<file path="src/rtl/dag_pkg.sv">
package dag_pkg;
  localparam int ADDR_W    = 12;
  localparam int OFS_W     = 8;
  localparam int BANK_W    = ADDR_W - OFS_W;
  localparam int NPTR      = 3;
  localparam int PSEL_W    = 2;
  localparam int NBANK     = 1 << BANK_W;
  localparam logic [NBANK-1:0] IMPL_MASK = 16'h803F;

  typedef enum logic [2:0] {
    MODE_FILE    = 3'd0,
    MODE_FULL    = 3'd1,
    MODE_IND     = 3'd2,
    MODE_POSTDEC = 3'd3,
    MODE_POSTINC = 3'd4,
    MODE_PREINC  = 3'd5,
    MODE_PLUSW   = 3'd6,
    MODE_IND_ALT = 3'd7
  } amode_e;

  typedef struct packed {
    logic              selFull;
    logic              selPtr;
    logic              useBank;
    logic [PSEL_W-1:0] ptrIdx;
    logic              preInc;
    logic              addW;
    logic              stepDown;
    logic              writeBack;
  } strobe_t;
endpackage

</file>
<file path="src/rtl/dag_ctrl.sv">
module dag_ctrl
  import dag_pkg::*;
(
  input  logic [2:0]        addrMode,
  input  logic              accessSel,
  input  logic [PSEL_W-1:0] ptrSel,
  input  logic              accessEn,
  output strobe_t           strobe
);
  localparam logic [PSEL_W-1:0] LAST_PTR = PSEL_W'(NPTR - 1);

  amode_e mode;
  logic   steps;

  assign mode = amode_e'(addrMode);

  always_comb begin
    strobe         = '0;
    steps          = 1'b0;
    strobe.useBank = accessSel;
    strobe.ptrIdx  = (ptrSel > LAST_PTR) ? LAST_PTR : ptrSel;
    unique case (mode)
      MODE_FILE:    ;
      MODE_FULL:    strobe.selFull = 1'b1;
      MODE_IND,
      MODE_IND_ALT: strobe.selPtr = 1'b1;
      MODE_POSTDEC: begin
        strobe.selPtr   = 1'b1;
        strobe.stepDown = 1'b1;
        steps           = 1'b1;
      end
      MODE_POSTINC: begin
        strobe.selPtr = 1'b1;
        steps         = 1'b1;
      end
      MODE_PREINC: begin
        strobe.selPtr = 1'b1;
        strobe.preInc = 1'b1;
        steps         = 1'b1;
      end
      MODE_PLUSW: begin
        strobe.selPtr = 1'b1;
        strobe.addW   = 1'b1;
      end
      default: ;
    endcase
    strobe.writeBack = steps & accessEn;
  end
endmodule

</file>
<file path="src/rtl/dag_datapath.sv">
module dag_datapath
  import dag_pkg::*;
(
  input  logic              clk,
  input  logic              rstN,
  input  strobe_t           strobe,
  input  logic [BANK_W-1:0] bankSel,
  input  logic [OFS_W-1:0]  fileAddr,
  input  logic [ADDR_W-1:0] directAddr,
  input  logic [OFS_W-1:0]  wreg,
  input  logic              ldEn,
  input  logic [PSEL_W-1:0] ldSel,
  input  logic [ADDR_W-1:0] ldValue,
  output logic [ADDR_W-1:0] effAddr,
  output logic              unimpl,
  output logic [NPTR*ADDR_W-1:0] ptrOut
);
  logic [ADDR_W-1:0] ptrReg [NPTR];
  logic [ADDR_W-1:0] curPtr, incPtr, decPtr, sumW, nextPtr, ptrAddr, fileMapped;

  assign curPtr  = ptrReg[strobe.ptrIdx];
  assign incPtr  = curPtr + ADDR_W'(1);
  assign decPtr  = curPtr - ADDR_W'(1);
  assign sumW    = curPtr + {{(ADDR_W-OFS_W){wreg[OFS_W-1]}}, wreg};
  assign nextPtr = strobe.stepDown ? decPtr : incPtr;

  always_comb begin
    if (strobe.preInc)    ptrAddr = incPtr;
    else if (strobe.addW) ptrAddr = sumW;
    else                  ptrAddr = curPtr;
  end

  // shared window: top bit of the field picks bottom of bank 0 or top of last bank
  assign fileMapped = strobe.useBank ? {bankSel, fileAddr}
                                     : {{BANK_W{fileAddr[OFS_W-1]}}, fileAddr};

  always_comb begin
    if (strobe.selFull)     effAddr = directAddr;
    else if (strobe.selPtr) effAddr = ptrAddr;
    else                    effAddr = fileMapped;
  end

  assign unimpl = ~IMPL_MASK[effAddr[ADDR_W-1 -: BANK_W]];

  for (genvar k = 0; k < NPTR; k++) begin : g_ptr
    logic loadHit, stepHit;
    assign loadHit = ldEn && (ldSel == PSEL_W'(k));
    assign stepHit = strobe.writeBack && (strobe.ptrIdx == PSEL_W'(k));

    always_ff @(posedge clk or negedge rstN) begin
      if (!rstN)        ptrReg[k] <= '0;
      else if (loadHit) ptrReg[k] <= ldValue;
      else if (stepHit) ptrReg[k] <= nextPtr;
    end

    assign ptrOut[k*ADDR_W +: ADDR_W] = ptrReg[k];
  end
endmodule

</file>
<file path="src/rtl/dmem_addr_gen.sv">
module dmem_addr_gen
  import dag_pkg::*;
(
  input  logic        clk,
  input  logic        rstN,
  input  logic [7:0]  fileAddr,
  input  logic        accessSel,
  input  logic [3:0]  bankSel,
  input  logic [2:0]  addrMode,
  input  logic [11:0] directAddr,
  input  logic [1:0]  ptrSel,
  input  logic [7:0]  wreg,
  input  logic        accessEn,
  input  logic        ldEn,
  input  logic [1:0]  ldSel,
  input  logic [11:0] ldValue,
  output logic [11:0] effAddr,
  output logic        unimpl,
  output logic [35:0] ptrOut
);
  strobe_t strobe;

  dag_ctrl u_ctrl (
    .addrMode (addrMode),
    .accessSel(accessSel),
    .ptrSel   (ptrSel),
    .accessEn (accessEn),
    .strobe   (strobe)
  );

  dag_datapath u_dp (
    .clk       (clk),
    .rstN      (rstN),
    .strobe    (strobe),
    .bankSel   (bankSel),
    .fileAddr  (fileAddr),
    .directAddr(directAddr),
    .wreg      (wreg),
    .ldEn      (ldEn),
    .ldSel     (ldSel),
    .ldValue   (ldValue),
    .effAddr   (effAddr),
    .unimpl    (unimpl),
    .ptrOut    (ptrOut)
  );
endmodule

</file>
<file path="config.mk">
export PLATFORM = sky130hd
export DESIGN_NAME = dmem_addr_gen
export DESIGN_NICKNAME = d
export VERILOG_FILES = /design/src/rtl/dag_pkg.sv /design/src/rtl/dag_ctrl.sv /design/src/rtl/dag_datapath.sv /design/src/rtl/dmem_addr_gen.sv
export SDC_FILE = /design/constraint.sdc
export NUM_CORES = 1
export LEC_CHECK = 0
export ABC_AREA = 0
export BUFFER_PORTS_ARGS = -buffer_cell sky130_fd_sc_hd__buf_2
export CORE_MARGIN = 4
export CORE_UTILIZATION = 29
export DETAILED_ROUTE_END_ITERATION = 7
export MAX_ROUTING_LAYER = met4
export PLACE_DENSITY = 0.54
export SYNTH_ARGS = -nofsm -noshare
export SYNTH_HDL_FRONTEND = slang
export SYNTH_SLANG_ARGS = --single-unit
</file>
<file path="constraint.sdc">
create_clock -name clk -period 3.9 [get_ports clk]
set_clock_uncertainty 0.1 [all_clocks]
set_input_delay 0.39 -clock clk [delete_from_list [all_inputs] [get_ports clk]]
set_output_delay 0.39 -clock clk [all_outputs]
set_load 0.05 [all_outputs]
</file>
==> flow_metrics.env, run 1 <==
export IMPL_synthesis_nets=536
export IMPL_grt_pass1_vias=3856
export IMPL_fin_area_mm2=0.004703
export IMPL_netlist_area_mm2=0.003666
export IMPL_utilization=0.3851
export IMPL_clock_sinks=36
export IMPL_portBuffers=104
export IMPL_antenna_found_initial=0
export IMPL_drt_antenna_violating_nets=0
export IMPL_drt_iter0_drc=255
export IMPL_cap_violations=0
export IMPL_diodes=0
export IMPL_netlist_instances=465
export IMPL_fmax_mhz=274.1
export IMPL_tns_ns=0
export IMPL_final_cell_mix="buf_2 (103), nand2_1 (70), o21ai_0 (37), dfrtp_1 (34), nor2_1 (33)"
export IMPL_firstDrtPassIters=5
export IMPL_p_leak_nw=2.169
export IMPL_p_seq_frac=0.231
export IMPL_nNetsFinal=647
export IMPL_vdd_drop_max_v=0.0004133
export IMPL_p_per_area_mw_per_mm2=499.2
export IMPL_cp_start_kind="input pin"
export IMPL_overflow=0
export IMPL_clock_latency_ns=0.28
export IMPL_largest_register_ffs=36
export IMPL_vias_per_cell=5.220
export IMPL_grt_max_degree=37
export IMPL_clk_pin_slew_ns=0.05
export IMPL_synthArstFlopShare=1.000
export IMPL_h_tree_depth=2
export IMPL_synth_edf_count=0
export IMPL_finalWirelength_um=12650
export IMPL_period_share=0.9355
export IMPL_synth_top_area_cell="dfrtp_1"
export IMPL_seq_area_frac_synth=0.2457
export IMPL_rows=40
export IMPL_worst_pin_slew_ns=0.8201
export IMPL_initial_utilization=0.3002
export IMPL_slew_headroom=0.4533
export IMPL_ios=105
export IMPL_die_width_um=120.4
export IMPL_finalMaxSlewViolations=0
export IMPL_grtUsageTotal=0.1769
export IMPL_postSynthAreaPerCell_um2=7.884
export IMPL_dpl_cell_area_mm2=0.004512
export IMPL_switching_share=0.4954
export IMPL_synth_ff_type="dfrtp_1"
export IMPL_switchingPower_mw=1.163
export IMPL_via_count=3884
export IMPL_crit_required_ns=3.41
export IMPL_syn2layout_area_growth_pct=28.29
export IMPL_clockBufferDepth=2
export IMPL_numCtsBuffers=5
export IMPL_dpl_hpwl_um=10210
export IMPL_path_class="in -> out"
export IMPL_cts_root_buf="clkbuf_16"
export IMPL_coreArea_mm2=0.01221
export IMPL_rsz0062_at_grt="no"
export IMPL_yosys_warnings=0
export IMPL_hold_class="in -> async"
export IMPL_crit_fanout=11
export IMPL_synth_top_area_frac=0.2457
export IMPL_pwr_share_clk=0.175
export IMPL_p_int_mw=1.185
export IMPL_final_common_cell="buf_2"
export IMPL_hold_viol=0
export IMPL_gp_congestion=0.9182
export IMPL_ys_ff_latch=36
export IMPL_status="completed"
export IMPL_die_area_mm2=0.01450
export IMPL_fin_crit_ns=3.649
export IMPL_cp_data_arrival_time_ns=3.16
export IMPL_synthDistinctLibCells=72
export IMPL_drt_wirelength_per_cell_um=17.00
export IMPL_total_power_mw=2.348
export IMPL_grt_pass1_wl_um=20310
export IMPL_cts_tree="done"
export IMPL_drive_gt1_frac=0.3194
export IMPL_route_detailed_drc=0
export IMPL_die_y_um=120.4
export IMPL_combPwrFrac=0.594
export IMPL_synth_area_leaders="dfrtp_1 (25%), mux2i_1 (9.0%), nand2_1 (7.2%), o21ai_0 (5.7%), ha_1 (4.8%)"
export IMPL_cp_end_kind="output pin"
export IMPL_fillerInstances=1293
export IMPL_setup_violations=0
[critical path, stage by stage]
cell and delay [ns]:
buf_2 0.18, buf_12 0.17, mux2i_2 0.27, o21ai_4 0.07, ha_1 0.33, o21ai_2 0.18
a21boi_0 0.15, o2111ai_1 0.29, mux2i_1 0.22, nand2_1 0.11, a32oi_4 0.26, nand2_1 0.14
mux2i_4 0.21, buf_6 0.16
[final cells by class]
type	instances	area [µm²]	area share
Multi-Input combinational cell	386	2624	0.5579
Timing Repair Buffer	134	764.5	0.1625
Sequential cell	36	903.4	0.1921
Clock buffer	7	152.6	0.03246
Inverter	13	48.80	0.01038
Tap cell	168	210.2	0.04469
[path summary, 6_finish.rpt]
| kind | from | end | slack, ns | cells after the start |
|---|---|---|---|---|
| max in group asynchronous | rstN | u_dp.ptrOut[12] | 3.05 | 1 |
| min reg2reg | u_dp.ptrOut[0] | u_dp.ptrOut[0] | 0.49 | 2 |
| min in group clk | ldValue[11] | u_dp.ptrOut[35] | 0.26 | 3 |
| max reg2reg | u_dp.ptrOut[12] | u_dp.ptrOut[18] | 1.28 | 11 |
| max | ptrSel[0] | unimpl | 0.25 | 14 |
| min | rstN | u_dp.ptrOut[35] | 0.1 | 1 |
[per-stage QoR]
stage / std cells / setup slack [ns] / hold WS (ns)
after CTS: 744 / 0.05467 / 0.1300
after floorplan: 465 / 0.007275 / -0.005591
after detailed placement: 737 / -0.03917 / 0.4238
final: 744 / 0.2514 / 0.09632
after global routing: 744 / 0.01191 / 0.1783
after global placement: 737 / 0.03242 / 0.4225
[layer usage]
metal,track usage,wire length [µm],vias to the layer above
met4,0.03966,206,0
met3,0.02385,1037,16
met2,0.2623,5325,169
met5,-,0,-
met1,0.2570,6077,1789
li1,-,-,1910
[power by group through the flow]
stage | Clock, mW | Sequential [mW] | Combinational (mW)
2_1_floorplan | 0 | 0.812 | 0.707
5_1_grt | 0.437 | 0.554 | 1.50
3_3_place_gp | 0 | 0.547 | 1.36
6_report | 0.411 | 0.543 | 1.39
3_5_place_dp | 0 | 0.546 | 1.37
4_1_cts | 0.415 | 0.540 | 1.38
[cells in the mapped netlist, types with 3 or more instances]
master,count
buf_4,3
a21o_1,3
a21oi_1,33
nand4_1,5
ha_1,14
nor2_1,33
and2_1,6
a22oi_1,3
mux2_2,6
nand2_1,70
buf_2,9
mux2i_1,33
o211ai_1,3
and3_1,4
inv_1,9
a31oi_1,3
xor2_1,9
o21ai_1,10
a211oi_1,5
o21a_1,6
and3b_1,3
o22ai_1,4
inv_2,3
clkbuf_1,13
a221oi_1,4
nand3_1,10
xnor2_1,16
dfrtp_1,36
o21ai_2,4
o31ai_1,3
o21ai_0,42
nor3_1,6
or3_1,3
[cell families (layout without fill, tap and decap cells)]
kind of cell,count (synthesis),in the layout,synth area share
adders and majority gates,15,15,0.05324
and+or+nand+nor,160,160,0.2137
buffers and inverters,43,154,0.05733
AOI/OAI and AO/OA,146,146,0.2577
xor gates and xnor gates,25,25,0.05973
muxes,40,40,0.1126
DFF,36,36,0.2457
[timing repair]
| action | 4_1_cts | 5_1_grt |
|---|---|---|
| endpoints found under the setup margin | 1 | 2 |
| hold buffers | 0 | 0 |
| cloned | 0 | 0 |
| gates resized for setup | 2 | 12 |
| endpoints found under the hold margin | 0 | 0 |
| pin swaps | 0 | 2 |
| buffers inserted | 0 | 0 |
Note: power is estimated with default switching activity, not from simulation.
==> inputs of run 2 (changes only) <==
--- a/config.mk
+++ b/config.mk
@@ -11,7 +11,7 @@
 export CORE_UTILIZATION = 29
 export DETAILED_ROUTE_END_ITERATION = 7
 export MAX_ROUTING_LAYER = met4
-export PLACE_DENSITY = 0.54
+export PLACE_DENSITY = 0.55
 export SYNTH_ARGS = -nofsm -noshare
 export SYNTH_HDL_FRONTEND = slang
 export SYNTH_SLANG_ARGS = --single-unit
==> constraint.sdc (replaced) <==
create_clock -name clk -period 3 [get_ports clk]
set_clock_uncertainty 0.1 [all_clocks]
set_input_delay 0.3 -clock clk [delete_from_list [all_inputs] [get_ports clk]]
set_output_delay 0.3 -clock clk [all_outputs]
set_load 0.05 [all_outputs]
==> flow_metrics.env, run 2 (synthesis results as in run 1) <==
export IMPL_status="finished with violations"
export IMPL_failed_checks="negative setup slack"
export IMPL_drive_gt1_frac=0.4609
export IMPL_h_tree_depth=2
export IMPL_met1_usage=0.2757
export IMPL_rsz0062_at_grt="yes"
export IMPL_ios=105
export IMPL_cp_end_kind="output pin"
export IMPL_route_detailed_drc=0
export IMPL_period_share=1.129
export IMPL_final_cell_mix="buf_4 (101), buf_2 (92), nand2_1 (69), o21ai_0 (33), nor2_1 (32)"
export IMPL_final_common_cell="buf_4"
export IMPL_overflow=0
export IMPL_grtUsageTotal=0.1948
export IMPL_fmax_mhz=295.4
export IMPL_cp_data_arrival_time_ns=2.99
export IMPL_fin_area_mm2=0.005634
export IMPL_multi_input_area_mm2=0.002869
export IMPL_ff_latch_area_um2=918.4
export IMPL_cp_start_kind="flip-flop"
export IMPL_initial_utilization=0.3002
export IMPL_dpl_hpwl_um=10970
export IMPL_crit_fanout=2
export IMPL_drt_iter0_drc=275
export IMPL_grtUsageMet2=0.2997
export IMPL_clockBufferDepth=2
export IMPL_coreArea_mm2=0.01221
export IMPL_gp_congestion=0.8497
export IMPL_clock_latency_ns=0.28
export IMPL_p_per_area_mw_per_mm2=623.4
export IMPL_nNetsFinal=723
export IMPL_die_width_um=120.4
export IMPL_clk_pin_slew_ns=0.05
export IMPL_grt_max_degree=37
export IMPL_finalMaxSlewViolations=0
export IMPL_setup_violations=9
export IMPL_hold_class="in -> async"
export IMPL_utilization=0.4614
export IMPL_grt_pass1_wl_um=22270
export IMPL_die_area_mm2=0.01450
export IMPL_numCtsBuffers=5
export IMPL_cap_violations=0
export IMPL_busiest_layer="met2"
export IMPL_ctsHoldBuffers=0
export IMPL_grt_pass1_vias=4254
export IMPL_crit_required_ns=2.60
export IMPL_cts_root_buf="clkbuf_16"
export IMPL_portBuffers=104
export IMPL_dpl_cell_area_mm2=0.005204
export IMPL_antenna_found_initial=0
export IMPL_critical_path_cell_chain="mux2i_1 -> o21ai_2 -> ha_2 -> inv_2 -> fa_2 -> nand3b_1 -> a21oi_2 -> o41ai_4 -> o21ai_1 -> xor2_1 -> o221a_4 -> nand2_4 -> mux2i_4 -> buf_6"
export IMPL_setup_ws_ns=-0.3856
export IMPL_total_power_mw=3.512
export IMPL_syn2layout_area_growth_pct=53.69
export IMPL_critical_path_top_delay_family="compound AO/OA/AOI/OAI gates"
export IMPL_vias_per_cell=5.074
export IMPL_fin_crit_ns=3.386
export IMPL_drt_antenna_violating_nets=0
export IMPL_slew_headroom=0.4480
export IMPL_die_y_um=120.4
export IMPL_clock_sinks=36
export IMPL_path_class="reg -> out"
export IMPL_critical_path_slowest_cell="dfrtp_2"
export IMPL_grtUsageMet3=0.02292
export IMPL_worst_pin_slew_ns=0.8280
export IMPL_vdd_drop_max_v=0.0003931
export IMPL_largest_register_ffs=36
export IMPL_hold_viol=0
export IMPL_cp_slowest_stage_delay_ns=0.37
export IMPL_fillerInstances=1230
export IMPL_p_leak_nw=2.604
export IMPL_diodes=0
export IMPL_path_buf_inv=2
export IMPL_firstDrtPassIters=5
export IMPL_finalWirelength_um=13720
export IMPL_via_count=4166
export IMPL_drt_wirelength_per_cell_um=16.71
export IMPL_rows=40
export IMPL_cts_tree="done"
[run 2: cell count changes in the layout (fill, tap and decap cells not counted), sizes merged]
cell / previous run / this run
clkbuf: 7 / 8
buf: 134 / 210
[run 2: what timing repair did]
item                       in CTS  in global routing
pin swaps                      26                  9
buffers inserted                7                  2
gates resized for setup        39                 17
setup endpoints to repair      10                 11
[run 2: report_power, final]
part | switching (mW) | internal [mW]
combinational | 1.39 | 0.919
clock | 0.194 | 0.331
sequential | 0.0798 | 0.601
[run 2: final cells by class]
class                           count  area share
Tap cell                          168     0.03731
Multi-Input combinational cell    386      0.5092
Sequential cell                    36      0.1630
Inverter                           13    0.009105
Timing Repair Buffer              210      0.2554
Clock buffer                        8     0.02598
[run 2: worst register-to-register path, delay by kind of cell, from the launching register on]
kind / cells / cell delay [ns]
muxes: 2 / 0.44
DFF: 1 / 0.41
buffers and inverters: 3 / 0.39
and+or+nand+nor: 2 / 0.36
xor gates and xnor gates: 1 / 0.31
AOI/OAI and AO/OA: 3 / 0.27
adders and majority gates: 1 / 0.19
[run 2: final timing paths]
path | from | to | slack, ns | cells past startpoint
worst max-delay path | u_dp.ptrOut[0] | unimpl | -0.39 | 14
min in group clk | ldValue[0] | u_dp.ptrOut[24] | 0.15 | 3
worst min-delay path | rstN | u_dp.ptrOut[11] | 0.01 | 1
worst min register to register | u_dp.ptrOut[9] | u_dp.ptrOut[9] | 0.50 | 2
worst max register to register | u_dp.ptrOut[12] | u_dp.ptrOut[18] | 0.42 | 12
max in group asynchronous | rstN | u_dp.ptrOut[14] | 2.20 | 1
[run 2: metal layers]
layer / vias to the layer above / routed length, µm / part of all wire
met5: - / 0 / 0
met4: 0 / 194 / 0.014
met3: 16 / 723 / 0.053
met2: 132 / 6121 / 0.45
met1: 1962 / 6684 / 0.49
li1: 2056 / - / -
[run 2: per-stage QoR]
stage / setup TNS, ns / setup slack [ns] / instances / hold WS, ns
floorplan: -0.7169 / -0.5329 / 465 / -0.09559
global placement: -1.532 / -0.4218 / 807 / 0.3386
detailed placement: -1.980 / -0.4956 / 807 / 0.3476
CTS: -1.636 / -0.3850 / 820 / 0.04748
global route: -3.069 / -0.5456 / 821 / 0.08928
finish: -1.715 / -0.3856 / 821 / 0.01486
